==> src/rtl/smii_seg_pkg.sv <==
package smii_seg_pkg;

   localparam int SEG_DATA_W = 8;
   localparam int SEG_W      = SEG_DATA_W + 2;

   // status byte bit positions (decoded by the MAC)
   localparam int ST_ERR    = 0;
   localparam int ST_SPEED  = 1;
   localparam int ST_DUPLEX = 2;
   localparam int ST_LINK   = 3;
   localparam int ST_JAB    = 4;
   localparam int ST_NIBV   = 5;
   localparam int ST_FCAR   = 6;
   localparam int ST_ONE    = 7;

   // bit 0 is sent first
   typedef struct packed {
      logic [SEG_DATA_W-1:0] data;
      logic                  dv;
      logic                  crs;
   } rx_seg_t;

   typedef struct packed {
      logic [SEG_DATA_W-1:0] data;
      logic                  en;
      logic                  err;
   } tx_seg_t;

   function automatic logic [SEG_DATA_W-1:0] pack_status(
      input logic err_prev,
      input logic fast,
      input logic fdx,
      input logic link,
      input logic jab,
      input logic fcar);
      logic [SEG_DATA_W-1:0] s;
      s            = '0;
      s[ST_ERR]    = err_prev;
      s[ST_SPEED]  = fast;
      s[ST_DUPLEX] = fdx;
      s[ST_LINK]   = link;
      s[ST_JAB]    = jab;
      s[ST_NIBV]   = 1'b1;
      s[ST_FCAR]   = fcar;
      s[ST_ONE]    = 1'b1;
      return s;
   endfunction

endpackage

==> src/rtl/smii_rep_ctr.sv <==
module smii_rep_ctr #(
   parameter int REPEAT = 10,
   localparam int IDX_W = (REPEAT > 1) ? $clog2(REPEAT) : 1
) (
   input  logic             clk,
   input  logic             rst_n,
   input  logic             clr,
   input  logic             adv,
   output logic [IDX_W-1:0] idx
);

   generate
      if (REPEAT > 1) begin : g_count
         localparam logic [IDX_W-1:0] LAST = IDX_W'(REPEAT - 1);
         always_ff @(posedge clk) begin
            if (!rst_n || clr) begin
               idx <= '0;
            end else if (adv) begin
               idx <= (idx == LAST) ? '0 : idx + 1'b1;
            end
         end
      end else begin : g_none
         assign idx = '0;
      end
   endgenerate

endmodule

==> src/rtl/smii_rx_ser.sv <==
module smii_rx_ser
   import smii_seg_pkg::*;
#(
   parameter int REPEAT = 10,
   localparam int IDX_W = (REPEAT > 1) ? $clog2(REPEAT) : 1
) (
   input  logic    clk,
   input  logic    rst_n,
   input  logic    slow_i,
   input  logic    sync_i,
   input  rx_seg_t word_i,
   output logic    rxd_o
);

   logic [IDX_W-1:0] rep_idx;
   logic             load_new;
   logic [SEG_W-1:0] held_q;
   logic [SEG_W-1:0] shift_q;
   logic [SEG_W-1:0] src;

   smii_rep_ctr #(.REPEAT(REPEAT)) i_rep (
      .clk   (clk),
      .rst_n (rst_n),
      .clr   (!slow_i),
      .adv   (sync_i),
      .idx   (rep_idx)
   );

   assign load_new = (rep_idx == '0);
   assign src      = load_new ? SEG_W'(word_i) : held_q;

   always_ff @(posedge clk) begin
      if (!rst_n) begin
         held_q  <= '0;
         shift_q <= '0;
         rxd_o   <= 1'b0;
      end else if (sync_i) begin
         if (load_new) held_q <= SEG_W'(word_i);
         rxd_o   <= src[0];
         shift_q <= src >> 1;
      end else begin
         rxd_o   <= shift_q[0];
         shift_q <= shift_q >> 1;
      end
   end

endmodule

==> src/rtl/smii_tx_des.sv <==
module smii_tx_des
   import smii_seg_pkg::*;
#(
   parameter int REPEAT      = 10,
   parameter int CAPTURE_REP = 4,
   localparam int IDX_W = (REPEAT > 1) ? $clog2(REPEAT) : 1,
   localparam int CNT_W = $clog2(SEG_W + 1)
) (
   input  logic    clk,
   input  logic    rst_n,
   input  logic    slow_i,
   input  logic    sync_i,
   input  logic    txd_i,
   output tx_seg_t seg_o,
   output logic    stb_o
);

   localparam logic [CNT_W-1:0] LAST_POS = CNT_W'(SEG_W - 1);
   localparam logic [CNT_W-1:0] IDLE_POS = CNT_W'(SEG_W);
   localparam logic [IDX_W-1:0] TAKE_IDX = IDX_W'(CAPTURE_REP);

   logic [CNT_W-1:0] pos_q;
   logic [SEG_W-2:0] bits_q;
   logic             done;
   logic             take;
   logic [IDX_W-1:0] rep_idx;

   assign done = !sync_i && (pos_q == LAST_POS);
   assign take = done && (!slow_i || rep_idx == TAKE_IDX);

   smii_rep_ctr #(.REPEAT(REPEAT)) i_rep (
      .clk   (clk),
      .rst_n (rst_n),
      .clr   (!slow_i),
      .adv   (done),
      .idx   (rep_idx)
   );

   always_ff @(posedge clk) begin
      if (!rst_n) begin
         pos_q  <= IDLE_POS;
         bits_q <= '0;
      end else if (sync_i) begin
         bits_q[0] <= txd_i;
         pos_q     <= CNT_W'(1);
      end else if (pos_q != IDLE_POS) begin
         for (int b = 1; b < SEG_W - 1; b++) begin
            if (pos_q == CNT_W'(b)) bits_q[b] <= txd_i;
         end
         pos_q <= pos_q + 1'b1;
      end
   end

   always_ff @(posedge clk) begin
      if (!rst_n) begin
         seg_o <= '0;
         stb_o <= 1'b0;
      end else begin
         stb_o <= take;
         if (take) seg_o <= tx_seg_t'({txd_i, bits_q});
      end
   end

endmodule

==> src/rtl/smii_seg_port.sv <==
module smii_seg_port
   import smii_seg_pkg::*;
#(
   parameter int REPEAT      = 10,
   parameter int CAPTURE_REP = 4
) (
   input  logic                  clk,
   input  logic                  rst_n,
   input  logic                  mode_10m_i,
   input  logic                  sync_i,
   input  logic                  rx_crs_i,
   input  logic                  rx_dv_i,
   input  logic [SEG_DATA_W-1:0] rx_data_i,
   input  logic                  rx_err_prev_i,
   input  logic                  link_up_i,
   input  logic                  full_duplex_i,
   input  logic                  jabber_i,
   input  logic                  false_carrier_i,
   output logic                  rxd_o,
   input  logic                  txd_i,
   output logic [SEG_DATA_W-1:0] tx_data_o,
   output logic                  tx_en_o,
   output logic                  tx_err_o,
   output logic                  tx_stb_o
);

   generate
      if (REPEAT < 1) begin : g_bad_rep
         $error("REPEAT must be at least 1");
      end
      if (CAPTURE_REP < 0 || CAPTURE_REP >= REPEAT) begin : g_bad_cap
         $error("CAPTURE_REP must lie in 0 .. REPEAT-1");
      end
   endgenerate

   rx_seg_t rx_word;
   tx_seg_t tx_seg;

   always_comb begin
      rx_word.crs  = rx_crs_i;
      rx_word.dv   = rx_dv_i;
      rx_word.data = rx_dv_i ? rx_data_i
                             : pack_status(rx_err_prev_i, !mode_10m_i, full_duplex_i,
                                           link_up_i, jabber_i, false_carrier_i);
   end

   smii_rx_ser #(.REPEAT(REPEAT)) i_rx (
      .clk    (clk),
      .rst_n  (rst_n),
      .slow_i (mode_10m_i),
      .sync_i (sync_i),
      .word_i (rx_word),
      .rxd_o  (rxd_o)
   );

   smii_tx_des #(.REPEAT(REPEAT), .CAPTURE_REP(CAPTURE_REP)) i_tx (
      .clk    (clk),
      .rst_n  (rst_n),
      .slow_i (mode_10m_i),
      .sync_i (sync_i),
      .txd_i  (txd_i),
      .seg_o  (tx_seg),
      .stb_o  (tx_stb_o)
   );

   assign tx_data_o = tx_seg.data;
   assign tx_en_o   = tx_seg.en;
   assign tx_err_o  = tx_seg.err;

endmodule

==> config.mk <==
export PLATFORM = sky130hd
export DESIGN_NAME = smii_seg_port
export DESIGN_NICKNAME = d
export VERILOG_FILES = /design/src/rtl/smii_seg_pkg.sv /design/src/rtl/smii_rep_ctr.sv /design/src/rtl/smii_rx_ser.sv /design/src/rtl/smii_tx_des.sv /design/src/rtl/smii_seg_port.sv
export SDC_FILE = /design/constraint.sdc
export NUM_CORES = 1
export LEC_CHECK = 0
export BUFFER_PORTS_ARGS = -buffer_cell sky130_fd_sc_hd__buf_4
export CAP_MARGIN = 10
export CORE_MARGIN = 3
export CORE_UTILIZATION = 57
export CTS_CLUSTER_SIZE = 10
export DETAILED_ROUTE_END_ITERATION = 12
export PLACE_DENSITY = 0.88
export SLEW_MARGIN = 15
export SYNTH_ARGS = -nofsm -noshare
export SYNTH_HDL_FRONTEND = slang
export SYNTH_HIERARCHICAL = 1
export SYNTH_SLANG_ARGS = --single-unit
==> constraint.sdc <==
create_clock -name clk -period 2.9 [get_ports clk]
set_input_delay 0.29 -clock clk [delete_from_list [all_inputs] [get_ports clk]]
set_output_delay 0.29 -clock clk [all_outputs]
set_load 0.03 [all_outputs]
==> flow_summary.toml <==
[hold_path]
hold_path.startpoint = "rx_crs_i"
min_path_type = "in2reg"
holdPathEnd = "i_rx/held_q[0]$_SDFFE_PN0P_"
hold_path_depth = 3

[timing]
period_needed_ps = 2020
post-route-period-util_pct = 69.8
maxSlewViolCount = 0
rsz0062_at_grt = "false"
setup_viol = 0
clock_skew_ps = 8.19
relSlewSlack_pct = 53.5
fin_tns_setup_ps = 0
whs_ps = 254
worst_pin_slew_ps = 695
final_hold_viol_count = 0
max_freq_ghz = 0.494

[cts]
cts_root_buf = "clkbuf_8"
h-tree-depth = 2
cts_buffers = 5
clock_latency_ps = 300
clk_pin_slew_ps = 100
cts_setup_buffers = 0
clock_path_buffers = 2
hold_buffers = 0
cts_tree = "yes"
post_cts_resized = 0
cts.sinks = 52

[route]
drc = 0
dr.pass1.iters = 4
initialDrtViolationCount = 136
antenna_left = 0
num_vias = 1906
wirelength_um = 4510
post_drt_wl_per_cell_um = 13.3
routed_via_density = 5.62

[global_route]
antenna_found_initial = 0
grt_overflow = 0
grt_pass1_wl_um = 7930
grt_usage_pct = 19.8
grt_pass1_vias = 1834
grt_max_degree = 58

[die]
die_x_um = 69.7
start_util_pct = 61.0
core_mm2 = 0.00380
rows = 22
ioPinCount = 32
dieArea_mm2 = 0.00486
chipHeight_um = 69.7

[critical_path]
reg2regPathDepth = 5
critical_path_required_ps = 3140
r2r_setup_slack_ps = 880
start_kind = "flop"
reg2reg_from = "i_tx/pos_q[0]$_SDFFE_PN0P_"
slowest_stage = "or3b_2"
worstPathCellList = "or3b_2, nor2_1, nand2_2, or3_1, a21oi_2"
max_stage_delay_ps = 550
critical_path_class = "reg2reg"
cp_max_fo = 11
end_kind = "flop"
critPathArrivalTime_ps = 2260
r2r-end = "i_tx/i_rep/idx[1]$_SDFFE_PP0P_"

[layout]
diodes = 0
area_delta_synth_final_pct = 12.6
num-fill-cells = 319
layout.nets = 310
multi_input_area_mm2 = 0.00116
drive_gt1_share_pct = 19.2
regArea_mm2 = 0.00104

[outcome]
status = "finished clean"

[logic_synthesis]
synth_seq_cells = 52
synth-edff-count = 0
syn_area_mm2 = 0.00232
synth_cells = 272
synthesis.nets = 292
syn_avg_cell_area_um2 = 8.51
ys.flop_type = "dfxtp_1"
synth_cell_types = 37
ys_async_sr_fraction_pct = 0
yosysWarnings = 6
ys_seq_area_share_pct = 44.9

[place]
hpwl_um = 3080
io_buffers = 31
place_congestion = 0.749

[flow_run]
drv_cap = 0

[power]
power.density_mw_per_mm2 = 506
p_leak_nw = 0.979
peakVddDrop_v = 0.000321
cell usage after synthesis, drive strengths merged (2+ instances only):
cell type | instances | area [µm²]
buf | 7 | 46.3
o31ai | 3 | 22.5
or3 | 3 | 18.8
nor2b | 6 | 37.5
nand4 | 12 | 75.1
a21oi | 14 | 77.6
nand2b | 6 | 37.5
nor2 | 8 | 30.0
mux2 | 5 | 75.1
xnor2 | 3 | 26.3
nand3 | 9 | 45.0
and4b | 2 | 22.5
or3b | 2 | 17.5
mux2i | 11 | 110
o21ai | 30 | 150
dfxtp | 52 | 1040
a31oi | 9 | 56.3
xor2 | 4 | 35.0
and2 | 2 | 12.5
clkbuf | 14 | 52.6
inv | 2 | 7.51
nand2 | 57 | 219
nor3 | 2 | 10.0
cells in the final DEF, fill, tap and decap left out, types with 5 or more instances in the layout:
master	n
o21ai_0	20
a31oi_1	9
nand2b_1	6
buf_4	32
nor2_1	8
mux2_4	5
nand3_1	9
nor2b_1	6
o21ai_1	10
mux2i_1	11
nand2_1	55
a21oi_1	12
nand4_1	12
dfxtp_1	52
clkbuf_8	5
through the flow:
stage / setup slack [ps] / power [W] / cell area [µm²] / utilization (%) / cells
final: 876 / 0.00132 / 2610 / 68.7 / 339
after global routing: 732 / 0.00138 / 2610 / 68.7 / 339
after CTS: 878 / 0.00133 / 2610 / 68.7 / 339
after detailed placement: 824 / 0.000924 / 2520 / 66.3 / 331
after global placement: 904 / 0.000919 / 2520 / 66.3 / 331
after floorplan: 1240 / 0.000881 / 2320 / - / 272
worst max path at each step:
stage | start | depth (start not counted) | slack [ps] | to
5_1_grt | i_tx/pos_q[0]$_SDFFE_PN0P_ | 5 | 730 | i_tx/i_rep/idx[1]$_SDFFE_PP0P_
3_3_place_gp | sync_i | 6 | 900 | i_tx/i_rep/idx[1]$_SDFFE_PP0P_
2_1_floorplan | i_tx/pos_q[1]$_SDFFE_PN1P_ | 5 | 1240 | i_tx/i_rep/idx[1]$_SDFFE_PP0P_
4_1_cts | i_tx/pos_q[0]$_SDFFE_PN0P_ | 5 | 880 | i_tx/i_rep/idx[1]$_SDFFE_PP0P_
3_5_place_dp | sync_i | 6 | 820 | i_tx/i_rep/idx[1]$_SDFFE_PP0P_
6_report | i_tx/pos_q[0]$_SDFFE_PN0P_ | 5 | 880 | i_tx/i_rep/idx[1]$_SDFFE_PP0P_
layer usage:
layer  routed length [µm]  global-route usage [%]
met1                 2110                    24.8
met2                 2130                    32.9
met3                  194                    4.06
met4                   69                    8.09
met5                    0                       0
flip-flops by register name, indices dropped and copies added (netlist names):
name            flops
i_rx/held_q        10
i_rx/i_rep/idx      4
i_rx/rxd_o          1
i_rx/shift_q        9
i_tx/bits_q         9
i_tx/i_rep/idx      4
i_tx/pos_q          4
i_tx/seg_o         10
i_tx/stb_o          1
worst max-delay path: cells and delay by family, from the launching register on:
| kind | cells | cell delay [ps] |
|---|---|---|
| AOI/OAI and AO/OA | 1 | 110 |
| DFF | 1 | 520 |
| and+or+nand+nor | 4 | 1340 |
final cells by class:
cell class                 instances  share of cell area (%)
clock buffer                       5                    2.64
clock inverter                     3                   0.863
inverter                           3                   0.432
multi-input combinational        196                    44.7
sequential                        52                    39.9
tap                               48                    2.30
timing repair buffer              32                    9.21
power by group:
part | switching [W] | internal (W)
Clock | 0.000237 | 0.000173
Sequential | 0.0000222 | 0.000742
Combinational | 0.0000830 | 0.0000616
kinds of logic after synthesis:
group / Yosys count / synth area share [%]
AOI/OAI and AO/OA: 59 / 14.8
xor gates and xnor gates: 7 / 2.65
buffers and inverters: 24 / 4.75
DFF: 52 / 44.9
muxes: 16 / 8.00
and+or+nand+nor: 114 / 24.9
No activity file was read; power rests on OpenSTA's default activity.
